`src/rtl/smash_pkg.sv`:
```
package smash_pkg;
  typedef logic signed [3:0] lvl_t;

  localparam int LVL_MAX = 4;

  function automatic lvl_t clamp_lvl(input logic signed [31:0] a, input int lim);
    if (a > lim) return lvl_t'(lim);
    if (a < -lim) return lvl_t'(-lim);
    return lvl_t'(a);
  endfunction

  function automatic logic [3:0] lvl_to_code(input lvl_t l);
    return 4'(l + 4'sd4);
  endfunction
endpackage

```
`src/rtl/dsm_res_loop.sv`:
```
module dsm_res_loop
  import smash_pkg::*;
#(
  parameter int IN_W   = 25,
  parameter int ST_W   = 30,
  parameter int LSB_SH = 22,
  parameter int RES_SH = 11
) (
  input  logic                   clk,
  input  logic                   rst_n,
  input  logic                   ce,
  input  logic signed [IN_W-1:0] din,
  input  lvl_t                   v_lvl,
  output logic signed [ST_W-1:0] s2_q
);
  localparam int WW = ST_W + 2;
  localparam logic signed [WW-1:0] ST_HI = {3'b000, {(ST_W-1){1'b1}}};
  localparam logic signed [WW-1:0] ST_LO = {3'b111, {(ST_W-1){1'b0}}};

  function automatic logic signed [ST_W-1:0] clip(input logic signed [WW-1:0] a);
    if (a > ST_HI) return ST_HI[ST_W-1:0];
    if (a < ST_LO) return ST_LO[ST_W-1:0];
    return a[ST_W-1:0];
  endfunction

  logic signed [ST_W-1:0] s1_q, s1_nx, s2_nx;
  logic signed [WW-1:0]   din_x, fb_x, res_x, s1_x, s2_x, s1n_x, s1_sum, s2_sum;

  assign din_x  = WW'(din);
  assign fb_x   = WW'(v_lvl) <<< LSB_SH;
  assign s1_x   = WW'(s1_q);
  assign s2_x   = WW'(s2_q);
  assign res_x  = s2_x >>> RES_SH;
  assign s1_sum = s1_x + din_x - fb_x - res_x;
  assign s1_nx  = clip(s1_sum);
  assign s1n_x  = WW'(s1_nx);
  assign s2_sum = s2_x + s1n_x - fb_x;
  assign s2_nx  = clip(s2_sum);

  always_ff @(posedge clk or negedge rst_n) begin
    if (!rst_n) begin
      s1_q <= '0;
      s2_q <= '0;
    end else if (ce) begin
      s1_q <= s1_nx;
      s2_q <= s2_nx;
    end
  end
endmodule

```
`src/rtl/dsm_err_stage.sv`:
```
module dsm_err_stage
  import smash_pkg::*;
#(
  parameter int ST_W   = 30,
  parameter int LSB_SH = 22
) (
  input  logic                   clk,
  input  logic                   rst_n,
  input  logic                   ce,
  input  logic signed [ST_W-1:0] s2_q,
  output lvl_t                   v_lvl,
  output logic                   v2_clip,
  output logic signed [ST_W-1:0] res_q
);
  localparam int WW = ST_W + 2;
  localparam logic signed [WW-1:0] ST_HI  = {3'b000, {(ST_W-1){1'b1}}};
  localparam logic signed [WW-1:0] ST_LO  = {3'b111, {(ST_W-1){1'b0}}};
  localparam logic signed [WW-1:0] HALF_X = WW'(1) <<< (LSB_SH - 1);

  function automatic logic signed [ST_W-1:0] clip(input logic signed [WW-1:0] a);
    if (a > ST_HI) return ST_HI[ST_W-1:0];
    if (a < ST_LO) return ST_LO[ST_W-1:0];
    return a[ST_W-1:0];
  endfunction

  function automatic logic signed [WW-1:0] round_lvl(input logic signed [WW-1:0] a);
    return (a + HALF_X) >>> LSB_SH;
  endfunction

  lvl_t                   v1, v2;
  logic signed [31:0]     q1_32, q2_32;
  logic signed [WW-1:0]   s2_x, r_x, e1_x, u2_x, rn_x;
  logic signed [ST_W-1:0] res_nx;

  assign s2_x    = WW'(s2_q);
  assign r_x     = WW'(res_q);
  assign q1_32   = 32'(round_lvl(s2_x));
  assign v1      = clamp_lvl(q1_32, LVL_MAX);
  assign e1_x    = s2_x - (WW'(v1) <<< LSB_SH);
  assign u2_x    = e1_x + r_x;
  assign q2_32   = 32'(round_lvl(u2_x));
  assign v2      = clamp_lvl(q2_32, 1);
  assign v2_clip = (q2_32 > 1) || (q2_32 < -1);
  assign rn_x    = u2_x - (WW'(v2) <<< LSB_SH);
  assign res_nx  = clip(rn_x);
  assign v_lvl   = clamp_lvl(32'(v1) + 32'(v2), LVL_MAX);

  always_ff @(posedge clk or negedge rst_n) begin
    if (!rst_n) res_q <= '0;
    else if (ce) res_q <= res_nx;
  end
endmodule

```
`src/rtl/dsm_pole_lpf.sv`:
```
module dsm_pole_lpf
  import smash_pkg::*;
#(
  parameter int FLT_W   = 13,
  parameter int FRAC_W  = 8,
  parameter int POLE_SH = 3
) (
  input  logic                    clk,
  input  logic                    rst_n,
  input  logic                    ce,
  input  lvl_t                    v_lvl,
  output logic signed [FLT_W-1:0] y_q
);
  localparam int GW = FLT_W + 1;

  logic signed [FLT_W-1:0] tgt;
  logic signed [GW-1:0]    gap, step;

  assign tgt  = FLT_W'(v_lvl) <<< FRAC_W;
  assign gap  = GW'(tgt) - GW'(y_q);
  assign step = gap >>> POLE_SH;

  always_ff @(posedge clk or negedge rst_n) begin
    if (!rst_n) y_q <= '0;
    else if (ce) y_q <= y_q + FLT_W'(step);
  end
endmodule

```
`src/rtl/sturdy_mash21.sv`:
```
module sturdy_mash21
  import smash_pkg::*;
#(
  parameter int IN_W    = 25,
  parameter int ST_W    = 30,
  parameter int LSB_SH  = 22,
  parameter int RES_SH  = 11,
  parameter int FRAC_W  = 8,
  parameter int POLE_SH = 3,
  parameter int FLT_W   = FRAC_W + 5
) (
  input  logic                    clk,
  input  logic                    rst_n,
  input  logic                    ce,
  input  logic signed [IN_W-1:0]  din,
  output logic [3:0]              lvl_o,
  output logic signed [FLT_W-1:0] flt_o
);
  lvl_t                   v_now;
  logic                   v2_clip;
  logic signed [ST_W-1:0] s2_q, res_q;

  dsm_res_loop #(
    .IN_W(IN_W), .ST_W(ST_W), .LSB_SH(LSB_SH), .RES_SH(RES_SH)
  ) u_loop (
    .clk(clk), .rst_n(rst_n), .ce(ce), .din(din), .v_lvl(v_now), .s2_q(s2_q)
  );

  dsm_err_stage #(
    .ST_W(ST_W), .LSB_SH(LSB_SH)
  ) u_err (
    .clk(clk), .rst_n(rst_n), .ce(ce), .s2_q(s2_q),
    .v_lvl(v_now), .v2_clip(v2_clip), .res_q(res_q)
  );

  dsm_pole_lpf #(
    .FLT_W(FLT_W), .FRAC_W(FRAC_W), .POLE_SH(POLE_SH)
  ) u_lpf (
    .clk(clk), .rst_n(rst_n), .ce(ce), .v_lvl(v_now), .y_q(flt_o)
  );

  always_ff @(posedge clk or negedge rst_n) begin
    if (!rst_n) lvl_o <= 4'd4;
    else if (ce) lvl_o <= lvl_to_code(v_now);
  end
endmodule

```
`config.mk`:
```
export PLATFORM = sky130hd
export DESIGN_NAME = sturdy_mash21
export DESIGN_NICKNAME = d
export VERILOG_FILES = /design/src/rtl/smash_pkg.sv /design/src/rtl/dsm_res_loop.sv /design/src/rtl/dsm_err_stage.sv /design/src/rtl/dsm_pole_lpf.sv /design/src/rtl/sturdy_mash21.sv
export SDC_FILE = /design/constraint.sdc
export NUM_CORES = 1
export LEC_CHECK = 0
export ABC_AREA = 1
export BUFFER_PORTS_ARGS = -buffer_cell sky130_fd_sc_hd__clkbuf_2
export CORE_ASPECT_RATIO = 1.5
export CORE_UTILIZATION = 35
export DETAILED_ROUTE_END_ITERATION = 10
export PLACE_DENSITY_LB_ADDON = 0.1
export SETUP_SLACK_MARGIN = 0.15
export SLEW_MARGIN = 25
export SYNTH_ARGS = -nofsm -noshare
export SYNTH_HDL_FRONTEND = slang
export SYNTH_HIERARCHICAL = 1
export SYNTH_SLANG_ARGS = --single-unit
```
`constraint.sdc`:
```
create_clock -name clk -period 13.8 [get_ports clk]
set_input_delay 0.69 -clock clk [delete_from_list [all_inputs] [get_ports clk]]
set_output_delay 0.69 -clock clk [all_outputs]
set_load 0.01 [all_outputs]
```
==> flow_metrics.tcl <==
set metrics [dict create \
    status "finished clean" \
    max_cap_violations 0 \
    synth_area_mm2 0.01569 \
    setup_viol 0 \
    cts_buffer_depth 2 \
    ctsHtreeMaxLevel 3 \
    r2r_end "u_loop/s2_q[0]$_DFFE_PN0P_" \
    crit_required_ns 14.11 \
    io_buffers 44 \
    grt_max_degree 83 \
    drive_above_1_share_pct 12.01 \
    clkSinkCount 107 \
    critPathKind "reg -> reg" \
    synthCells 2356 \
    finalNetCount 2661 \
    slew_headroom_pct 37.40 \
    initial_utilization_pct 35.58 \
    final_cell_mix "nand2_1, inv_1, ha_1" \
    hpwlAfterDp_mm 36.97 \
    track_usage_pct 19.95 \
    vias 13810 \
    fin_setup_tns_ns 0 \
    io_pins 45 \
    core_region_area_mm2 0.04410 \
    n_antenna_cell 0 \
    die-area_mm2 0.04570 \
    root_buffer "clkbuf_16" \
    critPathCaptureType "flop" \
    gr-total-overflow 0 \
    cts_made_buffers 9 \
    fmax_ghz 0.08058 \
    syn2layout_area_growth_pct 7.958 \
    clkTransAtPathRegs_ns 0.09 \
    crit_path_frequent_cell "nand2_1" \
    crit_path_start_kind "flop" \
    startpoint "u_loop/s2_q[24]$_DFFE_PN0P_" \
    rrSetupSlack_ns 1.39 \
    hold_path_class "in -> async" \
    crit_arrival_ns 12.72 \
    crit_fanout 28 \
    clk_latency_ns 0.39 \
    clock_skew_ns 0.02091 \
    dr.pass1.iters 5 \
    cp_slowest_cell "fa_2" \
    tritoncts "done" \
    grt_pass1_wl_mm 71.59 \
    hold_buffers 0 \
    syn_nets 2624 \
    rr_startpoint "u_loop/s2_q[24]$_DFFE_PN0P_" \
    drc 0 \
    avgSynthCellArea_um2 6.660 \
    drv_slew 0 \
    max_stage_delay_ns 0.67 \
    wire_per_inst_um 14.80 \
    drt-vias-per-instance 4.642 \
    r2r_cells 71 \
    antenna_found_initial 0 \
    first_iter_violations 547 \
    post-route-min-period_ns 12.41 \
    rows 94 \
    dieWidth_um 174.9 \
    worst_slew_pin_slew_ns 0.9390 \
    drt_wl_total_mm 44.01 \
    yosysWarnings 6 \
    hold_viol_final 0 \
    fin_crit_sh_pct 89.93 \
    gp_congestion 0.9248 \
    final_antenna_net_count 0 \
    grt_setup_unrepaired "no" \
    dieHeight_um 261.3 \
    final_common_cell "nand2_1" \
    grt_pass1_vias 13950 \
]
## flip-flops by register name, summed over array words and instances (netlist names)
name	flops
u_loop/s1_q	30
u_err/res_q	30
lvl_o	4
u_loop/s2_q	30
u_lpf/y_q	13
## repair_timing
action,4_1_cts,5_1_grt
resized for setup,0,27
setup endpoints to repair,0,30
setup buffers,0,1
## worst max path at each step
stage	cells after the start	slack, ns	end
4_1_cts	78	0.52	u_loop/s2_q[5]$_DFFE_PN0P_
5_1_grt	78	0.17	u_loop/s2_q[0]$_DFFE_PN0P_
3_5_place_dp	78	0.56	u_loop/s2_q[5]$_DFFE_PN0P_
2_1_floorplan	77	2.03	u_loop/s2_q[26]$_DFFE_PN0P_
6_report	71	1.39	u_loop/s2_q[0]$_DFFE_PN0P_
3_3_place_gp	73	0.68	u_loop/s2_q[5]$_DFFE_PN0P_
## worst max-delay path: cells and delay by family, from the launching register on
kind	cells	cell delay, ns
adders and majority gates	9	3.45
and+or+nand+nor	33	4.14
buffers and inverters	13	1.34
AOI/OAI and AO/OA	15	2.61
xor gates and xnor gates	1	0.19
DFF	1	0.55
## routing by layer
metal  global-route usage (%)  wire, µm  vias up
met1                    24.01     19520     6295
met4                    6.401      1161        0
met3                    1.655       846       56
met2                    37.17     22480      169
met5                        0         0        -
li1                         -         -     7285
## cell type report
class / instances / area [µm²]
Fill cell: 4793 / 27160
Multi-Input combinational cell: 1640 / 10720
Timing Repair Buffer: 54 / 332.8
Inverter: 581 / 2181
Clock inverter: 7 / 80.08
Sequential cell: 107 / 2683
Tap cell: 576 / 720.7
Clock buffer: 9 / 225.2
## per-stage QoR
step	worst slack [ns]	util [%]	hold WS, ns	cells	cell area (µm²)
finish	1.389	38.41	0.3303	2974	16940
global route	0.1671	38.41	0.3734	2974	16940
CTS	0.5245	38.16	0.3581	2973	16830
detailed placement	0.5569	37.47	0.4816	2957	16530
global placement	0.6777	37.41	0.4688	2956	16500
floorplan	2.025	-	0.3944	2356	15690
Power is not shown: default switching activity piles up to over one toggle a cycle in this logic, so the estimate is an artifact.
